## src/rtl/irq_vec_pkg.sv

```systemverilog
package irq_vec_pkg;
    typedef enum logic [1:0] {
        ST_IDLE  = 2'd0,
        ST_SERVE = 2'd1,
        ST_HALT  = 2'd2
    } irq_state_e;
endpackage

```

## src/rtl/irq_src_regs.sv

```systemverilog
module irq_src_regs #(
    parameter int NSRC = 5
) (
    input  logic            clk,
    input  logic            rst_n,
    input  logic [NSRC-1:0] req_pulse,
    input  logic            wr_en,
    input  logic            wr_sel,
    input  logic [NSRC-1:0] wr_data,
    input  logic [NSRC-1:0] svc_clr,
    output logic [NSRC-1:0] flags,
    output logic [NSRC-1:0] enables
);
    logic wr_flag;
    logic wr_mask;
    assign wr_flag = wr_en && !wr_sel;
    assign wr_mask = wr_en && wr_sel;

    for (genvar i = 0; i < NSRC; i++) begin : g_bit
        logic base;
        assign base = wr_flag ? wr_data[i] : flags[i];

        always_ff @(posedge clk) begin
            if (!rst_n) begin
                flags[i] <= 1'b0;
            end else begin
                flags[i] <= (base & ~svc_clr[i]) | req_pulse[i];
            end
        end

        always_ff @(posedge clk) begin
            if (!rst_n) begin
                enables[i] <= 1'b0;
            end else if (wr_mask) begin
                enables[i] <= wr_data[i];
            end
        end

        // a served flag drops unless a fresh pulse arrives with the grant
        a_r4_flag_cleared: assert property (@(posedge clk) disable iff (!rst_n)
            (svc_clr[i] && !req_pulse[i]) |=> !flags[i]);
        // a pulse always leaves its flag set
        a_r8_pulse_wins: assert property (@(posedge clk) disable iff (!rst_n)
            req_pulse[i] |=> flags[i]);
    end
endmodule

```

## src/rtl/irq_prio_pick.sv

```systemverilog
module irq_prio_pick #(
    parameter int NSRC  = 5,
    parameter int IDX_W = $clog2(NSRC)
) (
    input  logic             clk,
    input  logic             rst_n,
    input  logic [NSRC-1:0]  flags,
    input  logic [NSRC-1:0]  enables,
    input  logic             disp_en,
    output logic [NSRC-1:0]  pick_oh,
    output logic [IDX_W-1:0] pick_idx,
    output logic             pick_any
);
    logic [NSRC-1:0] eligible;

    for (genvar i = 0; i < NSRC; i++) begin : g_elig
        if (i == 0) begin : g_vblank
            assign eligible[i] = flags[i] & enables[i] & disp_en;
        end else begin : g_other
            assign eligible[i] = flags[i] & enables[i];
        end
    end

    always_comb begin
        pick_oh  = '0;
        pick_idx = '0;
        for (int i = NSRC - 1; i >= 0; i--) begin
            if (eligible[i]) begin
                pick_oh    = '0;
                pick_oh[i] = 1'b1;
                pick_idx   = IDX_W'(i);
            end
        end
    end

    assign pick_any = |eligible;

    // at most one source chosen
    a_r7_single_pick: assert property (@(posedge clk) disable iff (!rst_n)
        $onehot0(pick_oh));
    // vertical blank chosen only with display active
    a_r5_vblank_gated: assert property (@(posedge clk) disable iff (!rst_n)
        pick_oh[0] |-> disp_en);
    // a chosen source is flagged and enabled
    a_r3_pick_legal: assert property (@(posedge clk) disable iff (!rst_n)
        (pick_oh & ~(flags & enables)) == '0);
endmodule

```

## src/rtl/irq_ctrl_fsm.sv

```systemverilog
module irq_ctrl_fsm
    import irq_vec_pkg::*;
#(
    parameter int ADDR_W = 8
) (
    input  logic              clk,
    input  logic              rst_n,
    input  logic              take_req,
    input  logic              halt_req,
    input  logic              src_ready,
    input  logic              any_flag,
    input  logic              ime_set,
    input  logic              ime_clr,
    input  logic [ADDR_W-1:0] vec_in,
    output logic              accept,
    output logic              ime_q,
    output logic              vec_valid,
    output logic [ADDR_W-1:0] vec_addr,
    output logic              wake
);
    irq_state_e st_q, st_d;

    assign accept = (st_q == ST_IDLE) && take_req && ime_q && src_ready;

    always_comb begin
        st_d = st_q;
        unique case (st_q)
            ST_IDLE: begin
                if (accept)        st_d = ST_SERVE;
                else if (halt_req) st_d = ST_HALT;
            end
            ST_SERVE: st_d = ST_IDLE;
            ST_HALT: begin
                if (any_flag) st_d = ST_IDLE;
            end
            default: st_d = ST_IDLE;
        endcase
    end

    always_ff @(posedge clk) begin
        if (!rst_n) st_q <= ST_IDLE;
        else        st_q <= st_d;
    end

    always_ff @(posedge clk) begin
        if (!rst_n) begin
            ime_q    <= 1'b0;
            vec_addr <= '0;
        end else begin
            if (accept || ime_clr) ime_q <= 1'b0;
            else if (ime_set)      ime_q <= 1'b1;
            if (accept) vec_addr <= vec_in;
        end
    end

    always_comb begin
        vec_valid = 1'b0;
        wake      = 1'b0;
        unique case (st_q)
            ST_IDLE:  ;
            ST_SERVE: vec_valid = 1'b1;
            ST_HALT:  wake = any_flag;
            default:  ;
        endcase
    end

    // the vector cycle follows an accepted take with master enable off
    a_r4_serve_after_take: assert property (@(posedge clk) disable iff (!rst_n)
        accept |=> (vec_valid && !ime_q));
    // the vector is shown for a single cycle
    a_r4_one_cycle: assert property (@(posedge clk) disable iff (!rst_n)
        vec_valid |=> !vec_valid);
    // a flag seen while halted leaves the halt state
    a_r6_wake_exits: assert property (@(posedge clk) disable iff (!rst_n)
        wake |=> (st_q == ST_IDLE));
    // clear strobe dominates
    a_r9_clr_wins: assert property (@(posedge clk) disable iff (!rst_n)
        ime_clr |=> !ime_q);
endmodule

```

## src/rtl/irq_vec_ctrl.sv

```systemverilog
module irq_vec_ctrl #(
    parameter int          NSRC     = 5,
    parameter int          ADDR_W   = 8,
    parameter logic [7:0]  VEC_BASE = 8'h40,
    parameter int          VEC_STEP = 8
) (
    input  logic              clk,
    input  logic              rst_n,
    input  logic [NSRC-1:0]   req_pulse,
    input  logic              disp_en,
    input  logic              wr_en,
    input  logic              wr_sel,
    input  logic [NSRC-1:0]   wr_data,
    input  logic              ime_set,
    input  logic              ime_clr,
    input  logic              halt_req,
    input  logic              take_req,
    output logic [NSRC-1:0]   flag_q,
    output logic [NSRC-1:0]   enable_q,
    output logic              ime_q,
    output logic              irq_pending,
    output logic              vec_valid,
    output logic [ADDR_W-1:0] vec_addr,
    output logic              wake
);
    localparam int IDX_W = $clog2(NSRC);

    logic [NSRC-1:0]   pick_oh;
    logic [IDX_W-1:0]  pick_idx;
    logic              pick_any;
    logic              accept;
    logic [NSRC-1:0]   svc_clr;
    logic [ADDR_W-1:0] vec_calc;

    irq_src_regs #(.NSRC(NSRC)) u_regs (
        .clk       (clk),
        .rst_n     (rst_n),
        .req_pulse (req_pulse),
        .wr_en     (wr_en),
        .wr_sel    (wr_sel),
        .wr_data   (wr_data),
        .svc_clr   (svc_clr),
        .flags     (flag_q),
        .enables   (enable_q)
    );

    irq_prio_pick #(.NSRC(NSRC), .IDX_W(IDX_W)) u_pick (
        .clk      (clk),
        .rst_n    (rst_n),
        .flags    (flag_q),
        .enables  (enable_q),
        .disp_en  (disp_en),
        .pick_oh  (pick_oh),
        .pick_idx (pick_idx),
        .pick_any (pick_any)
    );

    assign vec_calc = ADDR_W'(VEC_BASE) + ADDR_W'(pick_idx) * ADDR_W'(VEC_STEP);

    irq_ctrl_fsm #(.ADDR_W(ADDR_W)) u_fsm (
        .clk       (clk),
        .rst_n     (rst_n),
        .take_req  (take_req),
        .halt_req  (halt_req),
        .src_ready (pick_any),
        .any_flag  (|flag_q),
        .ime_set   (ime_set),
        .ime_clr   (ime_clr),
        .vec_in    (vec_calc),
        .accept    (accept),
        .ime_q     (ime_q),
        .vec_valid (vec_valid),
        .vec_addr  (vec_addr),
        .wake      (wake)
    );

    assign svc_clr     = accept ? pick_oh : '0;
    assign irq_pending = ime_q && pick_any;

    // nothing is served while the master enable is off
    a_r3_needs_ime: assert property (@(posedge clk) disable iff (!rst_n)
        (svc_clr != '0) |-> ime_q);
    // a grant clears one flag at most
    a_r7_one_cleared: assert property (@(posedge clk) disable iff (!rst_n)
        $countones(svc_clr) <= 1);
endmodule

```

## config.mk

```make
export PLATFORM = sky130hd
export DESIGN_NAME = irq_vec_ctrl
export DESIGN_NICKNAME = d
export VERILOG_FILES = /design/src/rtl/irq_vec_pkg.sv /design/src/rtl/irq_src_regs.sv /design/src/rtl/irq_prio_pick.sv /design/src/rtl/irq_ctrl_fsm.sv /design/src/rtl/irq_vec_ctrl.sv
export SDC_FILE = /design/constraint.sdc
export NUM_CORES = 1
export LEC_CHECK = 0
export ABC_AREA = 0
export BUFFER_PORTS_ARGS = -buffer_cell sky130_fd_sc_hd__buf_4
export CAP_MARGIN = 0
export CORE_UTILIZATION = 44
export DETAILED_ROUTE_END_ITERATION = 8
export PLACE_DENSITY = 0.79
export SLEW_MARGIN = 40
export SYNTH_ARGS = -nofsm -noshare
export SYNTH_HDL_FRONTEND = slang
export SYNTH_SLANG_ARGS = --single-unit
```

## constraint.sdc

```tcl
create_clock -name clk -period 2 [get_ports clk]
set_input_delay 0.6 -clock clk [delete_from_list [all_inputs] [get_ports clk]]
set_output_delay 0.6 -clock clk [all_outputs]
set_load 0.02 [all_outputs]
```

; Yosys cells after proc, flatten, opt, wreduce, memory -nomap -nowiden
; Index checks and enable logic that the tools add are counted.
[classes]
magnitude_cmp = 0
add_sub_neg = 1
n_eq_ne = 4
shifts = 0
div_mod_pow = 0
bitwise_logic = 22
multipliers = 0
n_mux = 22
reduce_logical = 13
[ops]
columns = operator, n
row1 = two-way mux 5 bit, 6
row2 = two-way mux 3 bit, 5
row3 = AND 1 bit, 11
row4 = OR reduction 5 bit, 2
row5 = "adder 7 x 6 -> 8 bit, first input constant", 1
row6 = two-way mux 1 bit, 7
row7 = logical AND 1 bit, 6
row8 = two-way mux 2 bit, 3
row9 = NOT 1 bit, 6
row10 = bitwise OR 1 bit, 5
row11 = case mux 2 bit (2 select lines), 1
row12 = "!= test 3 bit, second input constant", 1
row13 = "equality test 2 x 1 -> 1 bit, second input constant", 1
row14 = "equality test 2 bit, second input constant", 1
row15 = zero test 2 bit, 1
row16 = "!= test 2 x 1 -> 1 bit, second input constant", 1
row17 = AND reduction 2 bit, 1
row18 = OR reduction 2 bit, 1
row19 = zero test 1 bit, 1
row20 = logical OR 1 bit, 1
[totals]
latch_bits = 0
rom_bits = 0
inputBits = 19
regBits = 21
memories = 0
out_inout_bits = 22
ram_bits = 0
word_cells = 75

; Depth between registers and ports, before layout
[depth]
depth_word = 10
depth_mapped = 5
ltp_nobuf = 4

; Hierarchy
; From an unflattened synthesis, not the netlist that was laid out.
[unflattened]
cells_unflattened = 121
area_unflattened_um2 = 1058.5
[modules_own_cells]
columns = mod, instances, area_per_inst_um2, seq_area_each_um2, cells_each
row1 = irq_ctrl_fsm, 1, 481.7, 220.2, 50
row2 = irq_src_regs, 1, 429.2, 200.2, 44
row3 = irq_prio_pick, 1, 90.1, 0.0, 16
row4 = irq_vec_ctrl, 1, 57.6, 0.0, 11

; Worst setup path before layout
; Ideal clock, no wire load.
[synth_path]
path_type = input -> output
from = in disp_en
to = out irq_pending
t_required_ns = 1.400
path_buffers = 0
path_slack_ns = 0.068
arrival_time_ns = 1.332
path_stages = 3
path_cell_list = a32o_1 nor2_1 a21boi_0
[synth_via]
elab_chain_len = 3
[synth_rtl]
columns = item, line_no
row1 = from (decl), irq_vec_ctrl.sv:10  ; input logic disp_en,
row2 = AND 1 bit, irq_prio_pick.sv:18  ; assign eligible[i] = flags[i] & enables[i] & disp_en;
row3 = OR reduction 5 bit, irq_prio_pick.sv:36  ; assign pick_any = |eligible;
row4 = logical AND 1 bit, irq_vec_ctrl.sv:78  ; assign irq_pending = ime_q && pick_any;
row5 = to (decl), irq_vec_ctrl.sv:21  ; output logic irq_pending,
; No other way between the ends.

; Worst setup path after layout
[layout_path]
from = reg u_regs.flags[4]
to = out wake
[layout_via]
elab_chain_len = 2
[layout_rtl]
columns = item, line_no
row1 = from (decl), irq_src_regs.sv:11  ; output logic [NSRC-1:0] flags,
row2 = "from (signal, indexed assignment)", irq_src_regs.sv:27  ; flags[i] <= (base & ~svc_clr[i]) | req_pulse[i];
row3 = OR reduction 5 bit, irq_vec_ctrl.sv:66  ; .any_flag (|flag_q),
row4 = two-way mux 1 bit, irq_ctrl_fsm.sv:59  ; unique case (st_q)
row5 = to (decl), irq_vec_ctrl.sv:24  ; output logic wake
; No other way between the ends.

==> flow_metrics.env <==
export IMPL_nNetsFinal=154
export IMPL_met2_length_um=1070
export IMPL_insertion_delay_ns=0.29
export IMPL_hp_start="ime_clr"
export IMPL_fmax_mhz=483
export IMPL_drtIter0Drc=34
export IMPL_portBuffers=36
export IMPL_comb_power_share_pct=21.9
export IMPL_max_cap_violations=0
export IMPL_timing_rr_start="u_regs.flags[2]"
export IMPL_seqPwrFrac_pct=52.3
export IMPL_grt_usage_pct=21.6
export IMPL_min_period_over_period_pct=104
export IMPL_ys_types=31
export IMPL_place_congestion=0.826
export IMPL_min_period_ns=2.07
export IMPL_cp_cell_sequence="or4_4 > nor2_4 > nor3b_1 > buf_4"
export IMPL_yosysWarnings=0
export IMPL_cts_hold_fix_buffers=0
export IMPL_ios=41
export IMPL_die_x_um=45.4
export IMPL_clk_transition_reported_paths_ns=0.10
export IMPL_maxSlewViolCount=0
export IMPL_p_int_mw=0.506
export IMPL_route_detailed_drc=0
export IMPL_final_cells=159
export IMPL_yosysSeqAreaShare_pct=41.1
export IMPL_htree_levels=1
export IMPL_fin_hold_ws_ns=0.462
export IMPL_sw_frac_of_total_pct=28.6
export IMPL_num_antenna_cells=0
export IMPL_cp_max_fo=2
export IMPL_final_antenna_net_count=0
export IMPL_p_leak_nw=0.525
export IMPL_dr_total_vias=841
export IMPL_cts_tree="yes"
export IMPL_violations="setup timing"
export IMPL_ys_ff_latch=17
export IMPL_totalWireLength_um=2080
export IMPL_postSynthAreaPerCell_um2=8.81
export IMPL_start_kind="register"
export IMPL_critPathLaunch="u_regs.flags[4]"
export IMPL_final_seq_area_um2=344
export IMPL_crit_type="register to output pin"
export IMPL_drive_gt1_share_pct=42.5
export IMPL_core_um2=1750
export IMPL_dieArea_um2=2060
export IMPL_clkPwrFrac_pct=25.8
export IMPL_status="complete, but fails checks"
export IMPL_root_buffer="clkbuf_4"
export IMPL_irDropWorstVdd_uv=408
export IMPL_dp_cells=154
export IMPL_grt_pass1_wl_um=3170
export IMPL_syn_to_final_growth_pct=42.0
export IMPL_rsz0062_at_grt="yes"
export IMPL_total_power_mw=0.708
export IMPL_slowest_delay_ns=0.54
export IMPL_grt_max_degree=20
export IMPL_syn_inst=94
export IMPL_hold_violations=0
export IMPL_p_per_area_nw_per_um2=602
export IMPL_core_rowCount=15
export IMPL_wl_met1_um=874
export IMPL_p_sw_mw=0.203
export IMPL_drt_pass1_iterations=4
export IMPL_wire_per_inst_um=13.1
export IMPL_setup_slack_ns=-0.0714
export IMPL_crit_required_ns=1.40
export IMPL_slowest_stage="or4_4"
export IMPL_numCtsBuffers=3
export IMPL_initial_utilization_pct=47.5
export IMPL_overflow=0
export IMPL_cts_sinks=17
export IMPL_dp_hpwl_um=1540
export IMPL_setup_violations_final=1
export IMPL_finClkSkew_ns=0.00287
export IMPL_synth_area_um2=828
export IMPL_top_layer_used="met4"
export IMPL_multiInputGateArea_um2=473
export IMPL_clockBufferDepth=2
export IMPL_wl_met3_um=125
export IMPL_grt_pass1_vias=724
export IMPL_cp_arrival_ns=1.47
export IMPL_dieHeight_um=45.4
export IMPL_antenna_found_initial=0
export IMPL_hp_class="primary input to register"
export IMPL_path_delay_family="simple AND/OR/NAND/NOR gates"
export IMPL_fillers=156
export IMPL_cp_end_kind="output pin"
export IMPL_critPathBufInv=1
export IMPL_vias_per_cell=5.29
-- layout by cell type, fill, tap and decap left out, types with 2 or more instances in the layout --
cell / instances
nand2_1: 12
dfxtp_1: 14
o21ai_0: 3
nand2b_1: 2
o21a_1: 5
nand3_1: 7
a21oi_1: 4
buf_4: 40
mux2i_1: 4
dfxtp_2: 3
conb_1: 4
clkbuf_4: 3
nor2_1: 6
a21boi_0: 5
-- cell type report --
type                    instances  area share [%]
clock inverters                 1           0.426
clock buffers                   3            1.91
multi-input cells              73            40.2
flip-flops and latches         17            29.3
repair buffers                 40            25.5
well taps                      25            2.66
-- worst register-to-register path: cells and delay by family, from the launching register on --
family | cells | cell delay, ns
AO/OA/AOI/OAI | 2 | 0.56
flip-flops | 1 | 0.33
buffers and inverters | 2 | 0.32
AND/OR/NAND/NOR | 1 | 0.25
-- state kept, by name (all words and copies together), names as in the netlist --
signal	flops
u_fsm.ime_q	1
u_regs.enables	5
u_regs.flags	5
u_fsm.vec_addr	4
u_fsm.st_q	2
-- synthesized netlist by cell type --
| library cell | n | area (µm²) |
|---|---|---|
| a21oi_1 | 4 | 20.0 |
| o221a_2 | 1 | 11.3 |
| nand3_1 | 7 | 35.0 |
| o21ai_0 | 3 | 15.0 |
| buf_2 | 1 | 5.00 |
| mux2_2 | 1 | 11.3 |
| a2bb2oi_1 | 1 | 8.76 |
| clkbuf_1 | 2 | 7.51 |
| nor2_1 | 8 | 30.0 |
| nor4b_2 | 1 | 15.0 |
| or4_1 | 1 | 7.51 |
| nand2b_1 | 2 | 12.5 |
| dfxtp_1 | 17 | 340 |
| a31oi_2 | 1 | 12.5 |
| and2_2 | 1 | 7.51 |
| nor2b_1 | 1 | 6.26 |
| mux2i_1 | 4 | 40.0 |
| nor3b_1 | 1 | 7.51 |
| nand4bb_1 | 1 | 11.3 |
| nor3_1 | 1 | 5.00 |
| a32o_1 | 1 | 10.0 |
| and2_1 | 1 | 6.26 |
| nor3b_2 | 1 | 12.5 |
| a31oi_1 | 1 | 6.26 |
| o21a_1 | 5 | 37.5 |
| conb_1 | 1 | 3.75 |
| a21boi_0 | 6 | 45.0 |
| buf_4 | 4 | 30.0 |
| o2111ai_1 | 1 | 8.76 |
| a222oi_1 | 1 | 10.0 |
| nand2_1 | 13 | 48.8 |
-- through the flow --
step | TNS (ns) | area (µm²) | worst slack (ns) | util [%]
2_1_floorplan | 0 | 840 | 0.0679 | -
3_3_place_gp | 0 | 1120 | 0.0189 | 64.2
3_5_place_dp | 0 | 1120 | 0.00478 | 64.2
4_1_cts | -0.0937 | 1170 | -0.0937 | 67.0
5_1_grt | -0.112 | 1180 | -0.112 | 67.4
6_report | -0.0714 | 1180 | -0.0714 | 67.4
-- what timing repair did --
action	4_1_cts	5_1_grt
resized for setup	6	3
setup endpoints to repair	2	2
setup buffers	1	0
pin swaps	3	1
hold endpoints to repair	0	0
-- cells by family after synthesis --
group / share of synthesized area (%)
flops: 41.1
mux: 6.19
compound gates: 22.4
simple gates: 24.8
other cells: 0.453
buf+inv: 5.14
-- per-layer routing --
metal / track usage [%] / vias up
met2: 35.4 / 32
met3: 2.38 / 2
met4: 9.09 / 0
met5: 0 / -
met1: 28.5 / 394
li1: - / 413
-- path summary, 6_finish.rpt --
path	end	slack [ns]	depth (start not counted)
setup / recovery	wake	-0.07	4
hold / removal	u_fsm.ime_q	0.46	2
setup reg to reg	u_fsm.ime_q	0.46	5
hold reg to reg	u_fsm.vec_addr[4]	0.47	2
-- power by group through the flow --
stage	Sequential, mW	Combinational, mW	Clock (mW)
2_1_floorplan	0.393	0.0641	0
3_3_place_gp	0.376	0.144	0
3_5_place_dp	0.377	0.146	0
4_1_cts	0.370	0.154	0.190
5_1_grt	0.373	0.166	0.203
6_report	0.371	0.155	0.183
No activity file was read; power rests on OpenSTA's default activity.
